==> src/rtl/gid_pkg.sv <==
package gid_pkg;
  localparam int PINS = 8;

  localparam int OFS_STAT = 32'h40;
  localparam int OFS_EN   = 32'h50;
  localparam int OFS_TYPE = 32'h60;
  localparam int OFS_CLR  = 32'h70;

  typedef struct packed {
    logic [PINS-1:0] bo;
    logic [PINS-1:0] eg;
    logic [PINS-1:0] hi;
  } gid_type_t;

  typedef struct packed {
    logic en_wr;
    logic en_mwr;
    logic ty_wr;
    logic ty_mwr;
    logic st_mwr;
    logic clr_wr;
  } port_cmd_t;

  typedef enum logic [1:0] {
    RD_NONE,
    RD_STAT,
    RD_EN,
    RD_TYPE
  } rd_sel_t;
endpackage

==> src/rtl/gid_decode.sv <==
module gid_decode
  import gid_pkg::*;
#(
  parameter int ADDR_W    = 12,
  parameter int NPORTS    = 4,
  parameter int UPPER_OFS = 32'h80,
  localparam int PIDX_W   = $clog2(NPORTS)
) (
  input  logic                   we,
  input  logic [ADDR_W-1:0]      addr,
  output port_cmd_t [NPORTS-1:0] cmd,
  output rd_sel_t                rd_sel,
  output logic [PIDX_W-1:0]      rd_port
);
  logic [ADDR_W-1:0] regoff;
  logic is_st, is_en, is_ty, is_clr, is_mst, is_men, is_mty;

  always_comb begin
    regoff  = {addr[ADDR_W-1:PIDX_W+2], {(PIDX_W+2){1'b0}}};
    rd_port = addr[PIDX_W+1:2];
    is_st   = (regoff == ADDR_W'(OFS_STAT));
    is_en   = (regoff == ADDR_W'(OFS_EN));
    is_ty   = (regoff == ADDR_W'(OFS_TYPE));
    is_clr  = (regoff == ADDR_W'(OFS_CLR));
    is_mst  = (regoff == ADDR_W'(UPPER_OFS + OFS_STAT));
    is_men  = (regoff == ADDR_W'(UPPER_OFS + OFS_EN));
    is_mty  = (regoff == ADDR_W'(UPPER_OFS + OFS_TYPE));
    if (is_st || is_mst)      rd_sel = RD_STAT;
    else if (is_en || is_men) rd_sel = RD_EN;
    else if (is_ty || is_mty) rd_sel = RD_TYPE;
    else                      rd_sel = RD_NONE;
  end

  for (genvar g = 0; g < NPORTS; g++) begin : g_cmd
    logic hit;
    assign hit           = we && (rd_port == PIDX_W'(g));
    assign cmd[g].en_wr  = hit && is_en;
    assign cmd[g].en_mwr = hit && is_men;
    assign cmd[g].ty_wr  = hit && is_ty;
    assign cmd[g].ty_mwr = hit && is_mty;
    assign cmd[g].st_mwr = hit && is_mst;
    assign cmd[g].clr_wr = hit && is_clr;
  end
endmodule

==> src/rtl/gid_port.sv <==
module gid_port
  import gid_pkg::*;
(
  input  logic            clk,
  input  logic            rst_n,
  input  logic [PINS-1:0] pin_i,
  input  port_cmd_t       cmd,
  input  logic [31:0]     wdata,
  output logic [PINS-1:0] st_o,
  output logic [PINS-1:0] en_o,
  output gid_type_t       ty_o,
  output logic [PINS-1:0] ev_o,
  output logic [PINS-1:0] clr_o,
  output logic [PINS-1:0] eg_o,
  output logic [PINS-1:0] sset_o,
  output logic [PINS-1:0] tyw_o
);
  logic [PINS-1:0] st_q, st_d, en_q, en_d, prev_q, hist_q, hist_d;
  gid_type_t       ty_q, ty_d, wtype;
  logic [PINS-1:0] ty_msk, en_msk, s_msk, rise, fall, hit, ev, lvl, clr, base, sset;

  // next-state
  always_comb begin
    wtype  = gid_type_t'(wdata[3*PINS-1:0]);
    ty_msk = cmd.ty_wr ? '1 : (cmd.ty_mwr ? wdata[31:24] : '0);
    ty_d.hi = (ty_q.hi & ~ty_msk) | (wtype.hi & ty_msk);
    ty_d.eg = (ty_q.eg & ~ty_msk) | (wtype.eg & ty_msk);
    ty_d.bo = (ty_q.bo & ~ty_msk) | (wtype.bo & ty_msk);

    en_msk = cmd.en_wr ? '1 : (cmd.en_mwr ? wdata[15:8] : '0);
    en_d   = (en_q & ~en_msk) | (wdata[PINS-1:0] & en_msk);

    rise = pin_i & ~prev_q;
    fall = ~pin_i & prev_q;
    hit  = (ty_q.bo & (rise | fall))
         | (~ty_q.bo & ty_q.hi & rise)
         | (~ty_q.bo & ~ty_q.hi & fall);
    ev   = ty_q.eg & hist_q & ~ty_msk & hit;
    lvl  = ~ty_q.eg & ~(pin_i ^ ty_q.hi);

    clr  = cmd.clr_wr ? wdata[PINS-1:0] : '0;
    base = ((ty_q.eg & st_q) | lvl) & ~clr;
    s_msk = cmd.st_mwr ? wdata[15:8] : '0;
    sset  = s_msk & wdata[PINS-1:0];
    st_d  = (base & ~s_msk) | sset | ev;

    hist_d = ~ty_msk;
  end

  // registers
  always_ff @(posedge clk or negedge rst_n) begin
    if (!rst_n) begin
      st_q   <= '0;
      en_q   <= '0;
      ty_q   <= '0;
      prev_q <= '0;
      hist_q <= '0;
    end else begin
      st_q   <= st_d;
      en_q   <= en_d;
      ty_q   <= ty_d;
      prev_q <= pin_i;
      hist_q <= hist_d;
    end
  end

  assign st_o   = st_q;
  assign en_o   = en_q;
  assign ty_o   = ty_q;
  assign ev_o   = ev;
  assign clr_o  = clr;
  assign eg_o   = ty_q.eg;
  assign sset_o = sset;
  assign tyw_o  = ty_msk;
endmodule

==> src/rtl/gpio_irq_bank.sv <==
module gpio_irq_bank
  import gid_pkg::*;
#(
  parameter int NPORTS    = 4,
  parameter int ADDR_W    = 12,
  parameter int UPPER_OFS = 32'h80,
  localparam int NPINS    = NPORTS * PINS,
  localparam int PIDX_W   = $clog2(NPORTS)
) (
  input  logic              clk,
  input  logic              rst_n,
  input  logic [NPINS-1:0]  pin_i,
  input  logic              bus_we,
  input  logic [ADDR_W-1:0] bus_addr,
  input  logic [31:0]       bus_wdata,
  output logic [31:0]       bus_rdata,
  output logic              irq_o
);
  logic [1:0] rs_q;
  logic       rst_q;

  always_ff @(posedge clk or negedge rst_n) begin
    if (!rst_n) rs_q <= 2'b00;
    else        rs_q <= {rs_q[0], 1'b1};
  end
  assign rst_q = rs_q[1];

  port_cmd_t [NPORTS-1:0] cmd;
  rd_sel_t                rd_sel;
  logic [PIDX_W-1:0]      rd_port;

  gid_decode #(.ADDR_W(ADDR_W), .NPORTS(NPORTS), .UPPER_OFS(UPPER_OFS)) u_dec (
    .we(bus_we), .addr(bus_addr), .cmd(cmd), .rd_sel(rd_sel), .rd_port(rd_port)
  );

  logic [PINS-1:0] st_arr [NPORTS];
  logic [PINS-1:0] en_arr [NPORTS];
  gid_type_t       ty_arr [NPORTS];
  logic [NPINS-1:0] st_all, en_all, ev_all, clr_all, edge_all, sset_all, tyw_all;

  for (genvar g = 0; g < NPORTS; g++) begin : g_port
    gid_port u_port (
      .clk(clk), .rst_n(rst_q),
      .pin_i(pin_i[g*PINS +: PINS]), .cmd(cmd[g]), .wdata(bus_wdata),
      .st_o(st_arr[g]), .en_o(en_arr[g]), .ty_o(ty_arr[g]),
      .ev_o(ev_all[g*PINS +: PINS]), .clr_o(clr_all[g*PINS +: PINS]),
      .eg_o(edge_all[g*PINS +: PINS]), .sset_o(sset_all[g*PINS +: PINS]),
      .tyw_o(tyw_all[g*PINS +: PINS])
    );
    assign st_all[g*PINS +: PINS] = st_arr[g];
    assign en_all[g*PINS +: PINS] = en_arr[g];
  end

  assign irq_o = |(st_all & en_all);

  always_comb begin
    bus_rdata = '0;
    case (rd_sel)
      RD_STAT: bus_rdata[PINS-1:0]   = st_arr[rd_port];
      RD_EN:   bus_rdata[PINS-1:0]   = en_arr[rd_port];
      RD_TYPE: bus_rdata[3*PINS-1:0] = ty_arr[rd_port];
      default: bus_rdata = '0;
    endcase
  end
endmodule

==> config.mk <==
export PLATFORM = sky130hd
export DESIGN_NAME = gpio_irq_bank
export DESIGN_NICKNAME = d
export VERILOG_FILES = /design/src/rtl/gid_pkg.sv /design/src/rtl/gid_decode.sv /design/src/rtl/gid_port.sv /design/src/rtl/gpio_irq_bank.sv
export SDC_FILE = /design/constraint.sdc
export NUM_CORES = 1
export LEC_CHECK = 0
export BUFFER_PORTS_ARGS = -buffer_cell sky130_fd_sc_hd__buf_2
export CORE_MARGIN = 8
export CORE_UTILIZATION = 42
export DETAILED_ROUTE_END_ITERATION = 7
export HOLD_SLACK_MARGIN = 0.12
export SETUP_SLACK_MARGIN = 0.02
export SLEW_MARGIN = 20
export SYNTH_ARGS = -nofsm -noshare
export SYNTH_HDL_FRONTEND = slang
export SYNTH_SLANG_ARGS = --single-unit
==> constraint.sdc <==
create_clock -name clk -period 8.8 [get_ports clk]
set_input_delay 1.32 -clock clk [delete_from_list [all_inputs] [get_ports clk]]
set_output_delay 1.32 -clock clk [all_outputs]
set_load 0.02 [all_outputs]
* Word-level counts from Yosys, hierarchy flattened *
Index checks and enable logic that the tools add are counted.

operators by class
  multiplexer cells = 38
  bitwise operators = 178
  eq/ne operators = 13
  magnitude comparators = 1
  reductions and logical operators = 33

operators by type and width
  cell                                           number
  bitwise AND 8 bit                              92
  inverter 8 bit                                 40
  bitwise OR 8 bit                               40
  2-to-1 mux 8 bit                               28
  binary-select mux 24 bit (select 2 bit)        1
  2-to-1 mux 24 bit                              2
  bitwise AND 32 bit                             1
  binary-select mux 8 bit (select 2 bit)         2
  == test 8 x 3 -> 1 bit, second input constant  4
  OR reduction 32 bit                            1
  bitwise XOR 8 bit                              4
  logical AND 1 bit                              28
  == test 8 x 4 -> 1 bit, second input constant  3
  one-hot mux 8 bit (3 select lines)             1
  2-to-1 mux 16 bit                              1
  == test 2 bit, second input constant           4
  2-to-1 mux 2 bit                               3
  == test 2 x 1 -> 1 bit, second input constant  2
  >= comparator 3 bit, second input constant     1
  logical OR 1 bit                               3
  inverter 2 -> 3 bit                            1
  logical NOT 2 bit                              1

word-level totals
  output and inout bits = 33
  input bits = 79
  word-level logic and storage cells = 292
  register bits after elaboration = 226

* Logic depth before layout (Yosys ltp) *
Gate-level depths: netlist of run 1.

  depth after elaboration = 9
  mapped depth = 7

* By module *
From an unflattened synthesis of run 1, not the netlist that was laid out.

second synthesis, totals
  cell total of the unflattened synthesis = 1154
  area total of the unflattened synthesis = 13599.3 um^2

by module, submodules not included
  module         times used  area an instance (um^2)  cells each
  gid_port       4           2949.1                   245
  gpio_irq_bank  1           1492.7                   129
  gid_decode     1           310.3                    45

* Least setup slack after synthesis of run 1 *
OpenSTA, ideal clock, no wires.

  kind = in2out
  from = input bus_addr[8]
  to = output bus_rdata[10]
  path buffers = 2
  setup slack = 4683 ps
  data arrival time = 2797 ps
  stages = 5
  cell sequence = or3_1 > buf_6 > nor3_1 > clkbuf_1 > and2_1

between the ends
  cells in the longest elaborated chain, start to end = 7

ends and longest elaborated chain
  element                                                                  line                                source
  start, declared                                                          gpio_irq_bank.sv:14                 input logic [ADDR_W-1:0] bus_addr,
  == test 8 x 3 -> 1 bit / == test 8 x 4 -> 1 bit (equally long branches)  gid_decode.sv:23, gid_decode.sv:27
  logical OR 1 bit                                                         gid_decode.sv:30                    else if (is_ty || is_mty) rd_sel = RD_TYPE;
  2-to-1 mux 2 bit                                                         gid_decode.sv:30
  2-to-1 mux 2 bit                                                         gid_decode.sv:29                    else if (is_en || is_men) rd_sel = RD_EN;
  2-to-1 mux 2 bit *                                                       gid_decode.sv:28                    if (is_st || is_mst) rd_sel = RD_STAT;
  == test 2 bit *                                                          gpio_irq_bank.sv:58                 case (rd_sel)
  2-to-1 mux 16 bit *                                                      gpio_irq_bank.sv:58
  end, declared                                                            gpio_irq_bank.sv:16                 output logic [31:0] bus_rdata,

Every way passes the cells marked *; elsewhere a longest branch is shown, timed or not.

* Final worst setup path of run 1 *
  from = input bus_addr[6]
  to = output bus_rdata[3]

between the ends
  cells in the longest elaborated chain, start to end = 7

ends and longest elaborated chain
  element                                                                  line
  == test 8 x 3 -> 1 bit / == test 8 x 4 -> 1 bit (equally long branches)  gid_decode.sv:23, gid_decode.sv:27
  logical OR 1 bit                                                         gid_decode.sv:30
  2-to-1 mux 2 bit                                                         gid_decode.sv:30
  2-to-1 mux 2 bit                                                         gid_decode.sv:29
  2-to-1 mux 2 bit *                                                       gid_decode.sv:28
  == test 2 bit / == test 2 x 1 -> 1 bit (equally long branches)           gpio_irq_bank.sv:58
  one-hot mux 8 bit (3 select lines) *                                     gpio_irq_bank.sv:58

Marked as above.

==> metrics.md, run 1 <==
| Metric | Value |
|---|---|
| Outcome | `complete, no violations` |
| Synth warn | `0` |
| Internal power | `1780 uW` |
| CTS max path bufs | `3` |
| Post-synth top area cell | `dfrtp_1` |
| # clock sinks | `226` |
| Setup Crit Path Kind | `input pin to primary output` |
| PD cells | `166 nW/um^2` |
| Critical Path End Type | `primary output` |
| Worst hold margin | `0.356 ns` |
| Ys async rst share | `100%` |
| RSZ-0062 raised after global routing | `no` |
| CTS clk-pin slew, worst paths | `0.06 ns` |
| Synth top area cells | `dfrtp_1, mux2_2, mux4_2` |
| Hold buffers post-CTS | `0` |
| Logic pwr share | `8.8%` |
| Htree depth | `1` |
| Die Y | `190 um` |
| Worst-Skew Late Latency | `0.54 ns` |
| Die area | `36,100 sq um` |
| Number of synthesized flops with an enable pin | `0` |
| Die Wd | `190 um` |
| Ys flop type | `dfrtp_1` |
| Fin. max-slew vios | `0` |
| Rows | `63` |
| Number of remaining DRC errors | `0` |
| Post-CTS setup buffer count | `0` |
| Min-delay worst type | `flop to flop` |
| Minimum clock period | `5.23 ns` |
| Cell mode on critical path | `buf_2` |
| DRT Wirelength | `35.1 mm` |
| GPL Wtd Cong | `0.802` |
| Nets | `1,257` |
| Io pins | `112` |
| FF+latch count, synth | `226` |
| Via count | `9,108` |
| Required time of the critical path | `7.48 ns` |
| Cells after DPL | `1,475` |
| Final Skew | `0.0147 ns` |
| Clock Power Share | `44.9%` |
| Final Hold Violating Endpoints | `0` |
| Mapped Area | `12,700 sq um` |
| Initial antenna violation count | `0` |
| Top post-synthesis cells by count | `dfrtp_1, mux2_2, nand2_1` |
| Share of cells above drive strength 1 | `31.8%` |
| Final ANT Viol Nets | `0` |
| Fmax achieved | `191 MHz` |
| Max_cap viols | `0` |
| FILL cells | `2,741` |
| Switching Share | `25.0%` |
| Root Buffer | `clkbuf_16` |
| Vias per inst | `5.98` |
| Slew margin rel. | `19.4%` |
| Initial DRC Count | `769` |
| Total gr overflow | `0` |
| Gr usage total | `19.5%` |
| Core Util, Final | `48.3%` |
| Max incr delay on CP | `0.81 ns` |
| WL per Instance | `23.0 um` |
| Synth cell types | `42` |
| Reg power frac | `46.4%` |
| First-pass DRT Iterations | `5` |
| Leading cell type by number of instances after synthesis | `dfrtp_1` |
| Hpwl dp | `23.8 mm` |
| Antenna diode count | `0` |
| Syn Area/Cell | `12.3 sq um` |
| Port Buffers | `101` |
| Critical-path top delay cell | `nor3_4` |
| Post-Layout Cell Count | `1,524` |
| Mapped Cells | `1,034` |
| Placeable Area | `29,700 sq um` |
| Largest net degree at the start of global routing | `166` |
| Max FO, Critical Path | `20` |
| Initial Util | `42.8%` |
| Post-CTS Resized | `0` |
| Crit path cell chain | `buf_2 > nand2b_1 > nor3_4 > buf_4 > a32oi_1 > nand2_1 > buf_2` |
| Area share of the largest cell type after synthesis | `44.5%` |
| Worst EP arrival | `3.91 ns` |
| Vias in the first global route | `9,408` |
| First-pass GRT wire length | `55.4 mm` |
| TNS Setup | `0 ns` |
| Actual slew at the worst max-slew pin | `1.20 ns` |
| Total CTS buffers | `27` |
| Sw power | `594 uW` |
| CTS tree | `yes` |
| P&R area growth vs syn | `12.8%` |
| Leak Pwr | `0.00650 uW` |
| Post-route clock period utilization | `59.5%` |
| Peak VDD IR | `0.000130 V` |
| Setup violations, final | `0` |
| Register area share after synthesis | `44.5%` |
| CP Launch Type | `input pin` |
==> metal layers <==
metal  track usage, %  wire (um)  vias to the layer above
met2             30.8      16500                      303
met4             5.53        787                        0
met3             3.97       2510                       51
li1                 -          -                     4053
met1             26.8      15400                     4701
met5                0          0                        -
==> worst max-delay path, delay by kind of cell <==
family	cells	cell delay (ns)
buffers and inverters	3	0.93
and+or+nand+nor	3	1.55
AOI/OAI and AO/OA	1	0.09
==> placed cells by master (no fill, tap or decap), drive strengths merged, types with 32 or more instances in the layout <==
cell type | netlist | routed
a21oi | 40 | 40
a221oi | 32 | 32
a311o | 32 | 32
a31oi | 32 | 32
buf | 34 | 107
clkbuf | 29 | 39
dfrtp | 226 | 226
ha | 64 | 64
inv | 73 | 75
mux2 | 160 | 160
mux2i | 32 | 32
mux4 | 40 | 40
nand2 | 81 | 81
o2111ai | 32 | 32
xnor2 | 32 | 32
==> worst paths after layout <==
check	from	slack (ns)	depth (start not counted)	to
max	bus_addr[6]	3.57	7	bus_rdata[3]
min	rs_q[0]$_DFF_PN0_	0.36	0	rs_q[1]$_DFF_PN0_
max reg2reg	rs_q[1]$_DFF_PN0_	7.01	1	asynchronous set/reset pin
min reg2reg	rs_q[0]$_DFF_PN0_	0.36	0	rs_q[1]$_DFF_PN0_
max in group asynchronous	rs_q[1]$_DFF_PN0_	7.01	1	asynchronous set/reset pin
min in group asynchronous	rs_q[1]$_DFF_PN0_	0.42	0	g_port[3].u_port.prev_q[5]$_DFF_PN0_
==> power by group through the flow <==
stage          sequential, uW  combinational, uW  clock (uW)
3_3_place_gp             1120                204           0
2_1_floorplan            1120                131           0
4_1_cts                  1100                210        1090
3_5_place_dp             1120                209           0
5_1_grt                  1110                232        1140
6_report                 1100                208        1070
==> layout make-up <==
type	instances	area, sq um	area share (%)
clock buffer	39	761	5.30
clock inverter	10	85.1	0.593
inverter	73	274	1.91
multi-input combinational	679	6510	45.4
sequential	226	5660	39.5
tap	390	488	3.40
timing repair buffer	107	566	3.94
==> metrics by stage <==
step	area (sq um)	total power [uW]	setup WS [ns]
2_1_floorplan	12700	1250	2.04
3_3_place_gp	13500	1320	3.30
3_5_place_dp	13500	1330	3.66
4_1_cts	14300	2400	3.65
5_1_grt	14300	2470	3.48
6_report	14300	2380	3.57
==> logic make-up (layout without fill, tap and decap cells) <==
family / Yosys count / in the layout / share of synthesized area [%]
simple gates: 150 / 150 / 6.95
mux: 232 / 232 / 23.8
buf+inv: 136 / 229 / 4.63
fa+ha+maj: 64 / 64 / 6.30
flops: 226 / 226 / 44.5
other cells: 2 / 9 / 0.0591
compound gates: 192 / 192 / 11.6
xor+xnor: 32 / 32 / 2.21
(Power assumes the default switching activity.)
==> inputs of run 2 (changes only) <==
--- a/config.mk
+++ b/config.mk
@@ -5,6 +5,7 @@
 export SDC_FILE = /design/constraint.sdc
 export NUM_CORES = 1
 export LEC_CHECK = 0
+export ABC_AREA = 1
 export BUFFER_PORTS_ARGS = -buffer_cell sky130_fd_sc_hd__buf_2
 export CORE_MARGIN = 8
 export CORE_UTILIZATION = 42
==> constraint.sdc (replaced) <==
create_clock -name clk -period 4.6 [get_ports clk]
set_input_delay 0.69 -clock clk [delete_from_list [all_inputs] [get_ports clk]]
set_output_delay 0.69 -clock clk [all_outputs]
set_load 0.02 [all_outputs]
==> run 2 against run 1 <==
Clock skew decreased by 0.0057 ns. Combinational power increased to 2.6 times the previous value. Cell count increased by 51%. Clock power increased by 90%. Non-clock buffer count increased by 12. Largest cell class unchanged. Critical path depth increased by 2.
==> metrics.md, run 2 <==
| Metric | Value |
|---|---|
| CTS clk-pin slew, worst paths | `0.05 ns` |
| Die area | `37,900 sq um` |
| P&R area growth vs syn | `12.7%` |
| Switching Share | `26.7%` |
| Fmax achieved | `301 MHz` |
| Most common cell after layout, fill and taps aside | `nand2_1` |
| Port Buffers | `101` |
| Post-route clock period utilization | `72.2%` |
| Reg power frac | `45.0%` |
| Total gr overflow | `0` |
| Setup Crit Path Kind | `input pin to primary output` |
| Required time of the critical path | `3.91 ns` |
| First-pass DRT Iterations | `6` |
| Placed inst area | `14,300 sq um` |
| Post-synth top area cell | `dfrtp_1` |
| GPL Wtd Cong | `0.872` |
| Logic pwr share | `11.7%` |
| Minimum clock period | `3.32 ns` |
| Post-CTS setup buffer count | `0` |
| FF+latch count, synth | `226` |
| Setup violations, final | `0` |
| Ys flop type | `dfrtp_1` |
| Io pins | `112` |
| Nets | `2,027` |
| Vias in the first global route | `12,400` |
| Rows | `65` |
| Leak Pwr | `0.00774 uW` |
| Max_cap viols | `0` |
| Most frequent cells in the layout | `nand2_1, nand3_1, inv_1, dfrtp_1, o21ai_0` |
| Die Wd | `195 um` |
| Via count | `12,700` |
| Internal power | `3430 uW` |
| Critical path's top delay family | `simple AND/OR/NAND/NOR gates` |
| Number of remaining DRC errors | `0` |
| Final Hold Violating Endpoints | `0` |
| Total CTS buffers | `27` |
| Sw power | `1250 uW` |
| Clock Power Share | `43.3%` |
| CTS max path bufs | `3` |
| Crit path cell chain | `buf_2 > nor2_1 > nand2_2 > inv_2 > nand2_2 > nand2_1 > o21ai_0 > nand3_1 > buf_2` |
| Initial antenna violation count | `0` |
| Cell area after layout | `15,100 sq um` |
| Largest net degree at the start of global routing | `128` |
| Top post-synthesis cells by count | `nand2_1, nand3_1, inv_1` |
| Gr usage total | `23.0%` |
| Core Util, Final | `48.0%` |
| RSZ-0062 raised after global routing | `no` |
| Worst EP arrival | `2.63 ns` |
| Leading cell type by number of instances after synthesis | `nand2_1` |
| Syn Area/Cell | `7.45 sq um` |
| Critical Path End Type | `primary output` |
| Vias per inst | `5.51` |
| Min-delay worst type | `input pin to flop` |
| R2R Setup Slk | `3.36 ns` |
| Peak VDD IR | `0.000244 V` |
| CTS tree | `yes` |
| Hpwl dp | `29.4 mm` |
| Root Buffer | `clkbuf_16` |
| TNS Setup | `0 ns` |
| Mapped Area | `13,400 sq um` |
| Fin. max-slew vios | `0` |
| Final ANT Viol Nets | `0` |
| First-pass GRT wire length | `70.0 mm` |
| Max FO, Critical Path | `10` |
| Critical-path top delay cell | `nand2_1` |
| Slew margin rel. | `19.9%` |
| Synth top area cells | `dfrtp_1, nand2_1, nand3_1` |
| Mapped Cells | `1,799` |
| WL per Instance | `19.2 um` |
| # clock sinks | `226` |
| Max incr delay on CP | `0.42 ns` |
| Placeable Area | `31,500 sq um` |
| DRT Wirelength | `44.2 mm` |
| Initial DRC Count | `1,310` |
| Pre-CTS setup slack | `1.29 ns` |
| Worst-Skew Late Latency | `0.54 ns` |
| Register area share after synthesis | `42.2%` |
| Die Y | `195 um` |
| Buf/Inv on CP | `3` |
| Synth cell types | `32` |
| Antenna diode count | `0` |
| Number of synthesized flops with an enable pin | `0` |
| Synth warn | `0` |
| PD cells | `310 nW/um^2` |
| Final Skew | `0.00904 ns` |
| Initial Util | `42.6%` |
| Htree depth | `1` |
| Setup slack after layout | `1.28 ns` |
| Area share of the largest cell type after synthesis | `42.2%` |
| Outcome | `complete, no violations` |
| Ys async rst share | `100%` |
| Share of cells above drive strength 1 | `10.2%` |
| CP Launch Type | `input pin` |
| Actual slew at the worst max-slew pin | `1.20 ns` |
==> run 2: cell type report <==
cell class	count	area, sq um
Tap cell	402	503
Inverter	271	1020
Multi-Input combinational cell	1239	6430
Clock inverter	2	35.0
Clock buffer	42	782
Sequential cell	226	5660
Timing Repair Buffer	119	671
Fill cell	3143	16400
==> run 2: logic make-up (layout without fill, tap and decap cells) <==
family	Yosys count	count (layout)	synth area share, %
simple gates	896	896	29.9
buf+inv	341	434	10.1
compound gates	268	268	11.6
flops	226	226	42.2
fa+ha+maj	64	64	5.98
other cells	2	9	0.0561
xor+xnor	2	2	0.131
==> run 2: power by group through the flow <==
stage               registers [uW]  clock network, uW  logic (uW)
finish                        2110               2030         548
global route                  2120               2150         612
CTS                           2110               2070         546
detailed placement            2140                  0         543
global placement              2140                  0         532
floorplan                     2160                  0         320
==> run 2: path summary, 6_finish.rpt <==
path | from | end | depth (start not counted)
max | bus_addr[11] | bus_rdata[7] | 9
max reg2reg | g_port[1].u_port.prev_q[6]$_DFF_PN0_ | g_port[1].u_port.st_o[6]$_DFF_PN0_ | 4
min in group asynchronous | rs_q[1]$_DFF_PN0_ | g_port[1].u_port.prev_q[2]$_DFF_PN0_ | 1
max in group asynchronous | rs_q[1]$_DFF_PN0_ | asynchronous set/reset pin | 1
min reg2reg | rs_q[0]$_DFF_PN0_ | rs_q[1]$_DFF_PN0_ | 0
min | pin_i[8] | g_port[1].u_port.prev_q[0]$_DFF_PN0_ | 1
==> run 2: timing repair <==
action                    in CTS  in global routing
hold endpoints to repair       3                  0
hold buffers                   2                  0
resized for setup              0                  0
==> run 2: stage by stage <==
step | cells | hold WS (ns) | power, uW
floorplan | 1806 | 0.331 | 2480
global placement | 2255 | 0.107 | 2670
detailed placement | 2255 | 0.107 | 2690
CTS | 2301 | 0.277 | 4730
global route | 2301 | 0.282 | 4880
finish | 2301 | 0.294 | 4690
==> run 2: routing by layer <==
layer,track usage (%),wire (um),up-vias
met5,0,0,-
met2,37.6,20400,502
li1,-,-,6059
met4,8.32,1530,0
met1,30.6,18900,6020
met3,3.75,3390,99
